===== src/rtl/ivt_pkg.sv =====
package ivt_pkg;
    typedef enum logic [1:0] {
        ST_IDLE = 2'd0,
        ST_RUN  = 2'd1,
        ST_HOLD = 2'd2
    } ivt_state_e;
endpackage


===== src/rtl/ivt_ctrl_fsm.sv =====
module ivt_ctrl_fsm
    import ivt_pkg::*;
(
    input  logic clk,
    input  logic rst_n,
    input  logic tick_en,
    input  logic inhibit,
    input  logic period_wr,
    input  logic period_nz,
    input  logic cnt_zero,
    output logic dec_en,
    output logic reload_en,
    output ivt_state_e state_o
);
    ivt_state_e state_q, state_d;

    always_ff @(posedge clk) begin
        if (!rst_n) state_q <= ST_IDLE;
        else        state_q <= state_d;
    end

    // Next-state decode: arm, pause, resume, disarm
    always_comb begin
        state_d = state_q;
        unique case (state_q)
            ST_IDLE: begin
                if (period_wr && period_nz)
                    state_d = inhibit ? ST_HOLD : ST_RUN;   // arm
            end
            ST_RUN: begin
                if (period_wr && !period_nz) state_d = ST_IDLE;  // disarm
                else if (inhibit)            state_d = ST_HOLD;  // pause
            end
            ST_HOLD: begin
                if (period_wr && !period_nz) state_d = ST_IDLE;  // disarm
                else if (!inhibit)           state_d = ST_RUN;   // resume
            end
            default: state_d = ST_IDLE;
        endcase
    end

    // Output decode: a tick counts only when running, not held, not overridden by a write
    always_comb begin
        logic active;
        active    = (state_q == ST_RUN) && !inhibit && tick_en && !period_wr;
        dec_en    = active && !cnt_zero;
        reload_en = active && cnt_zero;
    end

    assign state_o = state_q;
endmodule


===== src/rtl/ivt_downcount.sv =====
module ivt_downcount #(
    parameter int CNT_W = 16
) (
    input  logic             clk,
    input  logic             rst_n,
    input  logic             period_wr,
    input  logic [CNT_W-1:0] period_val,
    input  logic             dec_en,
    input  logic             reload_en,
    output logic [CNT_W-1:0] cnt_o,
    output logic             cnt_zero,
    output logic             expire
);
    localparam logic [CNT_W-1:0] ONE = CNT_W'(1);

    logic [CNT_W-1:0] period_q;
    logic [CNT_W-1:0] cnt_q;

    always_ff @(posedge clk) begin
        if (!rst_n) begin
            period_q <= '0;
            cnt_q    <= '0;
        end else if (period_wr) begin
            period_q <= period_val;
            cnt_q    <= period_val;
        end else if (reload_en) begin
            cnt_q    <= period_q;
        end else if (dec_en) begin
            cnt_q    <= cnt_q - ONE;
        end
    end

    assign cnt_zero = (cnt_q == '0);
    assign expire   = dec_en && (cnt_q == ONE);
    assign cnt_o    = cnt_q;
endmodule


===== src/rtl/ivt_flag.sv =====
module ivt_flag (
    input  logic clk,
    input  logic rst_n,
    input  logic set_i,
    input  logic clr_i,
    output logic flag_o
);
    always_ff @(posedge clk) begin
        if (!rst_n)     flag_o <= 1'b0;
        else if (set_i) flag_o <= 1'b1;   // a new timeout beats a clear
        else if (clr_i) flag_o <= 1'b0;
    end
endmodule


===== src/rtl/ivt_timer.sv =====
module ivt_timer
    import ivt_pkg::*;
#(
    parameter int CNT_W = 16
) (
    input  logic             clk,
    input  logic             rst_n,
    input  logic             tick_en,
    input  logic             period_wr,
    input  logic [CNT_W-1:0] period_val,
    input  logic             inhibit,
    input  logic             clr_stb,
    output logic             timeout_flag,
    output logic             irq_out
);
    logic             dec_en, reload_en, cnt_zero, expire;
    logic [CNT_W-1:0] cnt_q;
    ivt_state_e       state_q;

    ivt_ctrl_fsm u_fsm (
        .clk       (clk),
        .rst_n     (rst_n),
        .tick_en   (tick_en),
        .inhibit   (inhibit),
        .period_wr (period_wr),
        .period_nz (period_val != '0),
        .cnt_zero  (cnt_zero),
        .dec_en    (dec_en),
        .reload_en (reload_en),
        .state_o   (state_q)
    );

    ivt_downcount #(.CNT_W(CNT_W)) u_cnt (
        .clk        (clk),
        .rst_n      (rst_n),
        .period_wr  (period_wr),
        .period_val (period_val),
        .dec_en     (dec_en),
        .reload_en  (reload_en),
        .cnt_o      (cnt_q),
        .cnt_zero   (cnt_zero),
        .expire     (expire)
    );

    ivt_flag u_flag (
        .clk    (clk),
        .rst_n  (rst_n),
        .set_i  (expire),
        .clr_i  (clr_stb),
        .flag_o (timeout_flag)
    );

    assign irq_out = timeout_flag;
endmodule


===== config.mk =====
export PLATFORM = sky130hd
export DESIGN_NAME = ivt_timer
export DESIGN_NICKNAME = d
export VERILOG_FILES = /design/src/rtl/ivt_pkg.sv /design/src/rtl/ivt_ctrl_fsm.sv /design/src/rtl/ivt_downcount.sv /design/src/rtl/ivt_flag.sv /design/src/rtl/ivt_timer.sv
export SDC_FILE = /design/constraint.sdc
export NUM_CORES = 1
export LEC_CHECK = 0
export ABC_CLOCK_PERIOD_IN_PS = 2700
export BUFFER_PORTS_ARGS = -buffer_cell sky130_fd_sc_hd__buf_2
export CAP_MARGIN = 0
export CORE_MARGIN = 4
export CORE_UTILIZATION = 45
export CTS_CLUSTER_SIZE = 10
export DETAILED_ROUTE_END_ITERATION = 8
export PLACE_DENSITY = 0.66
export SYNTH_ARGS = -nofsm -noshare
export SYNTH_HDL_FRONTEND = slang
export SYNTH_HIERARCHICAL = 1
export SYNTH_SLANG_ARGS = --single-unit

===== constraint.sdc =====
create_clock -name clk -period 2.7 [get_ports clk]
set_clock_uncertainty 0.15 [all_clocks]
set_input_delay 0.405 -clock clk [delete_from_list [all_inputs] [get_ports clk]]
set_output_delay 0.405 -clock clk [all_outputs]
set_load 0.01 [all_outputs]

Word level (Yosys, flattened, before mapping)
Cells that the tools add are included.
Word-level totals
  flip-flop bits (word level): 35
  logic and storage cells: 41
  output and inout port bits: 2
Operators by class
  add/sub/neg operators: 1
  muxes and demuxes: 12
  reductions and logical operators: 18
  equality and inequality tests: 6
Operators by type and width (count)
  $mux 16: 3
  $eq 16x1->1 const B: 1
  $logic_not 16->1: 1
  $reduce_bool 16->1: 1
  $sub 16x1->16 const B: 1
  $mux 2: 6
  $logic_and 1x1->1: 8
  $ne 3x2->1 const B: 2
  $pmux 2 s3: 1
  $logic_not 1->1: 4
  $reduce_and 3->1: 1
  $reduce_bool 3->1: 1
  $eq 2x1->1 const B: 1
  $eq 2x2->1 const B: 1
  $logic_not 2->1: 1
  $mux 1: 2
  $ne 2x1->1 const B: 1
  $reduce_bool 2->1: 1

Logic depth before layout (Yosys ltp)
Gate-level depths: netlist of run 1.
  depth in word-level cells: 8
  depth in mapped cells: 13
  depth with buffers taken out: 11

By module
Netlist of run 1, hierarchy kept.
By module, submodules not included
  ivt_downcount: cells each 226, sequential area each 640.6 µm², instances 1, area an instance 1934.4 µm²
  ivt_ctrl_fsm: cells each 13, sequential area each 40.0 µm², instances 1, area an instance 105.1 µm²
  ivt_flag: cells each 3, sequential area each 20.0 µm², instances 1, area an instance 41.3 µm²
  ivt_timer: cells each 6, sequential area each 0.0 µm², instances 1, area an instance 38.8 µm²

Worst setup path after synthesis of run 1
Ideal clock, no wire load.
  path kind: register to register
  start point: register u_cnt.cnt_q[0] (netlist: u_cnt/cnt_o[0])
  end point: register u_cnt.cnt_q[6] (netlist: u_cnt/cnt_o[6])
  stages on the path, launching flop included: 11
  required time: 2421 ps
  setup time: 129 ps
  period minus slack after synthesis: 2656 ps
  setup slack: 44 ps
  arrival time: 2378 ps
  cells stage by stage: dfxtp_1 inv_1 ha_1 nor3b_2 and2_1 and4_1 nor3_1 clkbuf_1 nand4_1 a222oi_1 nor3_1
On the way
  word-level cells in the longest chain between the ends: 4
  elaborated cells between the ends (all ways): 9
  classes of those cells: add/sub (1); mux (3); reduce/logical (5)
RTL lines
  start, declared: line ivt_downcount.sv:17  | logic [CNT_W-1:0] cnt_q;
  start signal, assigned: line ivt_downcount.sv:25  | cnt_q <= period_val;
  start signal, assigned: line ivt_downcount.sv:27  | cnt_q <= period_q;
  start signal, assigned: line ivt_downcount.sv:29  | cnt_q <= cnt_q - ONE;
  $logic_not 16->1: line ivt_downcount.sv:33  | assign cnt_zero = (cnt_q == '0);
  via cnt_zero: line ivt_timer.sv:16  | logic dec_en, reload_en, cnt_zero, expire;
  $logic_not 1->1: line ivt_ctrl_fsm.sv:46  | dec_en = active && !cnt_zero;
  $logic_and 1x1->1: line ivt_ctrl_fsm.sv:46
  via dec_en: line ivt_timer.sv:16
  $reduce_bool 3->1 (no source line)
The timed path passes the listed nets, and every way through them passes these cells. The select of a mux whose other input is x is not followed.
A chain may end at the register's enable or synchronous reset.

Worst setup path in the final report of run 1
  start point: register u_cnt.cnt_q[1] (netlist: u_cnt/cnt_o[1])
  end point: register u_cnt.cnt_q[10] (netlist: u_cnt/cnt_o[10])
On the way
  word-level cells in the longest chain between the ends: 4
  elaborated cells between the ends (all ways): 9
  classes of those cells: add/sub (1); mux (3); reduce/logical (5)
RTL lines
  $logic_not 16->1 (*): line ivt_downcount.sv:33
  via cnt_zero: line ivt_timer.sv:16
  $logic_and 1x1->1 (*): line ivt_ctrl_fsm.sv:47  | reload_en = active && cnt_zero;
  via reload_en: line ivt_timer.sv:16
  $mux 16: line ivt_downcount.sv:26  | end else if (reload_en) begin
  $mux 16: line ivt_downcount.sv:23  | end else if (period_wr) begin
The timed path passes the listed nets; every way through them passes the cells marked *. The select of a mux whose other input is x is not followed.

==> results.md, run 1 <==
- Clk root buf: clkbuf_8
- CTS tree: built
- Hold path depth: 3
- Core area: 4440 µm²
- Layout Nets: 302
- Vias: 1,957
- H-tree levels: 2
- Critical path endpoint category: flop
- Peak supply drop: 0.306 mV
- Hold Vio Cnt, Final: 0
- Reg-to-reg endpoint: u_cnt/cnt_o[10]
- Area of the mapped netlist: 2120 µm²
- Clk buf depth: 2
- Hpwl dp: 3700 µm
- Final core occ: 55.3%
- Antenna violations before repair: 0
- WL/cell: 16.1 µm
- Crit path kind: flop to flop
- Inserted Diodes: 0
- Final TNS setup: 0 ns
- YS warnings: 6
- Die width: 76.6 µm
- Reg2Reg Setup Slack: 0.11 ns
- Top cell type by total area after synthesis: dfxtp_1
- First-pass GRT wire length: 8640 µm
- Post-synthesis sequential area ratio: 33.1%
- Synth Instances: 248
- Dpl cells: 319
- R2R Path Start: u_cnt/cnt_o[1]
- Initial Utilization: 47.7%
- Routability Congestion: 0.783
- FF+latch count, synth: 35
- Clock Sink Count: 35
- CP Max Fanout: 6
- Via density: 5.91
- CP Launch Type: flop
- CP required: 2.78 ns
- Top cell type's share of synthesized area: 33.1%
- Pin count of the biggest net entering global routing: 54
- Yosys cell types: 46
- Die height: 76.6 µm
- Ys async rst share: 0%
- Status: finished, final reports clean
- Worst path slowest cell: dfxtp_2
- Post-route clock period utilization: 95.9%
- Final std cells w/o fill: 331
- Worst-case reg-to-reg path depth: 13
- CTS Buf Count: 5
- Static Leak: 0.988 nW
- Relative slew slack: 59.7%
- Area Overhead vs Synth: 15.9%
- Most frequent CP cell: inv_1
- Most used DFF post-synth: dfxtp_1
- Tmin final: 2.59 ns
- Arr. time, crit path: 2.67 ns
- Syn_area_per_cell: 8.55 µm²
- Area contributors post-synth: dfxtp_1 33%, mux2i_1 5.7%, nor2b_1 5.0%
- Syn_nets: 272
- Post-synth top cells: 35 x dfxtp_1, 19 x nor3_1, 18 x nand2_1, 17 x nor2b_1, 16 x a21oi_1
- Most common cell in the synthesized netlist: dfxtp_1
- Layout cells sized above 1: 23.3%
- CP endpoint: u_cnt/cnt_o[10]
- Area after DPL: 2290 µm²
- Crit path cell chain: inv_1 -> ha_2 -> nor3b_4 -> and2_1 -> and4_1 -> inv_1 -> nor3_4 -> buf_6 -> buf_4 -> or2_2 -> a21o_1 -> a31oi_1 -> o221a_2
- Clk_lat worst skew: 0.29 ns
- HP Class: input port to flop
- Clock Pin Slew Worst Setup and Hold Paths: 0.08 ns
- First-pass iteration count of the detailed router: 5
- Least-Margin Pin Slew: 0.600 ns
- Final ANT Viol Nets: 0
- Setup crit start: u_cnt/cnt_o[1]
- # DRC: 0
- Post-Route WL: 5320 µm
- Power Dens Cells: 513 nW/µm²
- I/O pins: 24
- Number of port buffers: 23
- MaxCap Viol Count: 0
- Die area: 5870 µm²
- Vias in the first global route: 1,796
- Tot GR Track Use: 18.1%
- Initial drt markers: 103
- Final Max Slew Viols: 0
- Final Cell Area: 2460 µm²
- Final setup violation count: 0
- Post-synth EDFFs: 0
- Critical path's largest stage delay: 0.35 ns
- Rows: 24
- Fmax: 386 MHz
- Overflow after GRT: 0
==> through the flow <==
step | power, mW | hold slack (ns) | worst slack (ns)
final | 1.26 | 0.198 | 0.109
after CTS | 1.26 | 0.189 | 0.0993
after detailed placement | 0.851 | 0.329 | 0.120
after global placement | 0.847 | 0.320 | 0.241
after floorplan | 0.768 | 0.307 | 0.0437
after global routing | 1.33 | 0.207 | -0.0194
==> how the worst min path moves through the flow <==
stage | start | to | slack (ns)
floorplan | u_cnt/period_q[10] | u_cnt/period_q[10] | 0.31
global placement | u_cnt/period_q[8] | u_cnt/period_q[8] | 0.32
detailed placement | u_cnt/period_q[14] | u_cnt/period_q[14] | 0.33
CTS | inhibit | u_fsm/state_o[1] | 0.19
global route | inhibit | u_fsm/state_o[1] | 0.21
finish | inhibit | u_fsm/state_o[1] | 0.20
==> report_power, final <==
part	internal, mW	total [mW]	switching, mW
logic	0.126	0.267	0.141
registers	0.549	0.586	0.0367
clock network	0.209	0.407	0.198
==> critical path, delay by kind of cell (launching register included) <==
family / cells / cell delay (ns)
buffers and inverters: 4 / 0.43
AOI/OAI and AO/OA: 3 / 0.58
adders and majority gates: 1 / 0.19
and+or+nand+nor: 5 / 0.84
DFF: 1 / 0.35
==> state kept, by name, summed over array words and instances, names as in the netlist <==
name and flops:
u_cnt/cnt_o 16, u_fsm/state_o 2, u_flag/flag_o 1, u_cnt/period_q 16
==> area by class of cell <==
type	instances	area, µm²
well taps	52	65.1
flip-flops and latches	35	702
multi-input cells	191	1330
repair buffers	40	248
inverters	5	18.8
fillers	450	1990
clock inverters	1	8.76
clock buffers	7	86.3
==> layer usage <==
| metal | wire length (µm) | up-vias | GRT usage, % |
|---|---|---|---|
| met4 | 102 | 0 | 6.88 |
| met5 | 0 | - | 0 |
| met2 | 2350 | 46 | 27.6 |
| met3 | 185 | 11 | 4.14 |
| li1 | - | 982 | - |
| met1 | 2680 | 918 | 24.6 |
==> timing repair <==
item | CTS | global route
setup buffers | 0 | 3
hold buffers | 0 | 0
gates resized for setup | 0 | 11
endpoints found under the setup margin | 0 | 14
==> cells by family after synthesis <==
group	synth area share, %
AO/OA/AOI/OAI	21.1
flip-flops	33.1
multiplexers	6.73
adder cells (fa/ha/maj)	1.18
AND/OR/NAND/NOR	30.1
buffers and inverters	6.20
XOR/XNOR	1.65
==> cell usage in the layout (no fill, tap or decap), types with 2 or more instances in the layout <==
cell and count:
dfxtp_1 34, buf_2 24, nand2_1 18, nor2b_1 17
nor3_1 16, a21oi_1 15, buf_4 14, mux2i_1 12
o21ai_0 11, nand2b_1 11, nand4_1 8, a211oi_1 7
clkbuf_8 6, a21boi_0 6, nor2_1 6, nand3_1 6
nor4_1 5, inv_1 5, o211a_1 4, a22o_1 4
a222oi_1 4, xor2_1 3, o31ai_1 3, or2b_2 3
nor4_4 2, nor3_2 2, o211ai_1 2, mux2_1 2
nand3b_1 2, buf_6 2, a2111oi_1 2
(Power assumes the default switching activity.)
==> inputs of run 2 (changes only) <==
==> constraint.sdc (replaced) <==
create_clock -name clk -period 2.7 [get_ports clk]
set_clock_uncertainty 0.15 [all_clocks]
set_input_delay 0.135 -clock clk [delete_from_list [all_inputs] [get_ports clk]]
set_output_delay 0.135 -clock clk [all_outputs]
set_load 0.01 [all_outputs]
==> run 2 against run 1 <==
  * Fmax rose by 2.6%
  * Setup slack improved by 0.067 ns
  * Clock power barely moved
  * Highest routed layer unchanged
==> results.md, run 2 (same netlist as run 1, synthesis figures left out) <==
- Power Dens Cells: 500 nW/µm²
- Die width: 76.6 µm
- I/O pins: 24
- # DRC: 0
- DR WL met2: 2490 µm
- Routability Congestion: 0.783
- Antenna violations before repair: 0
- CTS tree: built
- Post-route clock period utilization: 93.5%
- Inserted Diodes: 0
- Peak supply drop: 0.334 mV
- Most common cell after layout, fill and taps aside: dfxtp_1
- Crit path cell chain: inv_1 -> ha_2 -> nor3b_4 -> and2_4 -> and4_4 -> inv_1 -> nor3_4 -> buf_6 -> nor2b_1 -> buf_4 -> a22o_1 -> a211oi_1 -> nor3_1
- Layout cells sized above 1: 21.9%
- Commonest cells after routing, fill and taps aside: 35 x dfxtp_1, 24 x buf_2, 18 x nand2_1
- Critical path endpoint category: flop
- Initial Utilization: 47.7%
- Clk buf depth: 2
- Final TNS setup: 0 ns
- Met3 wire len: 227 µm
- WL met1: 2640 µm
- Critical path's largest stage delay: 0.33 ns
- Static Leak: 1.02 nW
- Most frequent CP cell: inv_1
- WL/cell: 15.9 µm
- Crit path max-delay family: simple AND/OR/NAND/NOR gates
- Final setup violation count: 0
- Hpwl dp: 3700 µm
- CP required: 2.76 ns
- Status: finished, final reports clean
- Die area: 5870 µm²
- Final std cells w/o fill: 340
- First-pass iteration count of the detailed router: 5
- Worst path bufs/invs: 4
- H-tree levels: 2
- Arr. time, crit path: 2.58 ns
- Sequential cell area: 701 µm²
- Number of port buffers: 23
- Dpl cells: 319
- Initial drt markers: 125
- Hold Vio Cnt, Final: 0
- CTS Buf Count: 5
- Tmin final: 2.52 ns
- Clk root buf: clkbuf_8
- Die height: 76.6 µm
- Overflow after GRT: 0
- Least-Margin Pin Slew: 0.568 ns
- Core area: 4440 µm²
- CP Launch Type: flop
- Area Overhead vs Synth: 20.2%
- Clock Sink Count: 35
- Fillcell total: 432
- Final ANT Viol Nets: 0
- MaxCap Viol Count: 0
- Multi-input gate area: 1330 µm²
- Worst path slowest cell: dfxtp_1
- First-pass GRT wire length: 8870 µm
- CP Max Fanout: 8
- Rows: 24
- Post-Route WL: 5420 µm
- Layout Nets: 311
- Via density: 5.84
- Final Max Slew Viols: 0
- Total power: 1.27 mW
- HP Class: input port to flop
- Crit path kind: flop to flop
- Uppermost layer routed: met4
- Vias in the first global route: 1,866
- RSZ-0062 raised after global routing: false
- Clk_lat worst skew: 0.29 ns
- Vias: 1,986
- Pin count of the biggest net entering global routing: 54
- Relative slew slack: 62.2%
- Tot GR Track Use: 18.5%
- Clock Pin Slew Worst Setup and Hold Paths: 0.08 ns
- Fmax: 396 MHz
==> run 2: timing repair <==
action	CTS	global route
setup endpoints to repair	0	14
hold buffers	11	0
buffers inserted	0	1
resized for setup	0	10
endpoints found under the hold margin	12	0
==> run 2: cell type report <==
cell class / count / area share (%)
Clock inverter: 1 / 0.344
Timing Repair Buffer: 49 / 13.3
Tap cell: 52 / 2.55
Clock buffer: 7 / 3.39
Sequential cell: 35 / 27.5
Multi-Input combinational cell: 191 / 52.2
Inverter: 5 / 0.737
==> run 2: power breakdown <==
| part | internal [mW] | switching [mW] |
|---|---|---|
| logic | 0.139 | 0.144 |
| registers | 0.549 | 0.0365 |
| clock network | 0.209 | 0.198 |
==> run 2: routing by layer <==
layer  global-route usage, %  vias up
li1                        -      999
met2                    28.3       54
met4                    7.07        0
met1                    25.2      926
met3                    4.26        7
met5                       0        -
==> run 2: worst paths after layout <==
path,from,end,slack (ns),cells past startpoint
setup / recovery,u_cnt/cnt_o[1],u_cnt/cnt_o[7],0.18,13
hold / removal,clr_stb,u_flag/flag_o,0.02,3
setup reg to reg,u_cnt/cnt_o[1],u_cnt/cnt_o[7],0.18,13
hold reg to reg,u_cnt/period_q[10],u_cnt/period_q[10],0.34,2
==> run 2: stage by stage <==
stage | utilization, % | worst slack (ns) | cell area (µm²) | hold slack, ns
after global routing | 57.3 | 0.000353 | 2550 | 0.0152
after global placement | 51.5 | 0.241 | 2290 | 0.238
after CTS | 56.1 | 0.0993 | 2490 | 0.00881
final | 57.3 | 0.176 | 2550 | 0.0170
after floorplan | - | 0.0437 | 2120 | 0.102
after detailed placement | 51.5 | 0.120 | 2290 | 0.237
==> run 2: worst min-delay path, delay by kind of cell <==
family                 cells  cell delay, ns
AOI/OAI and AO/OA          1            0.10
buffers and inverters      1            0.11
and+or+nand+nor            1            0.09
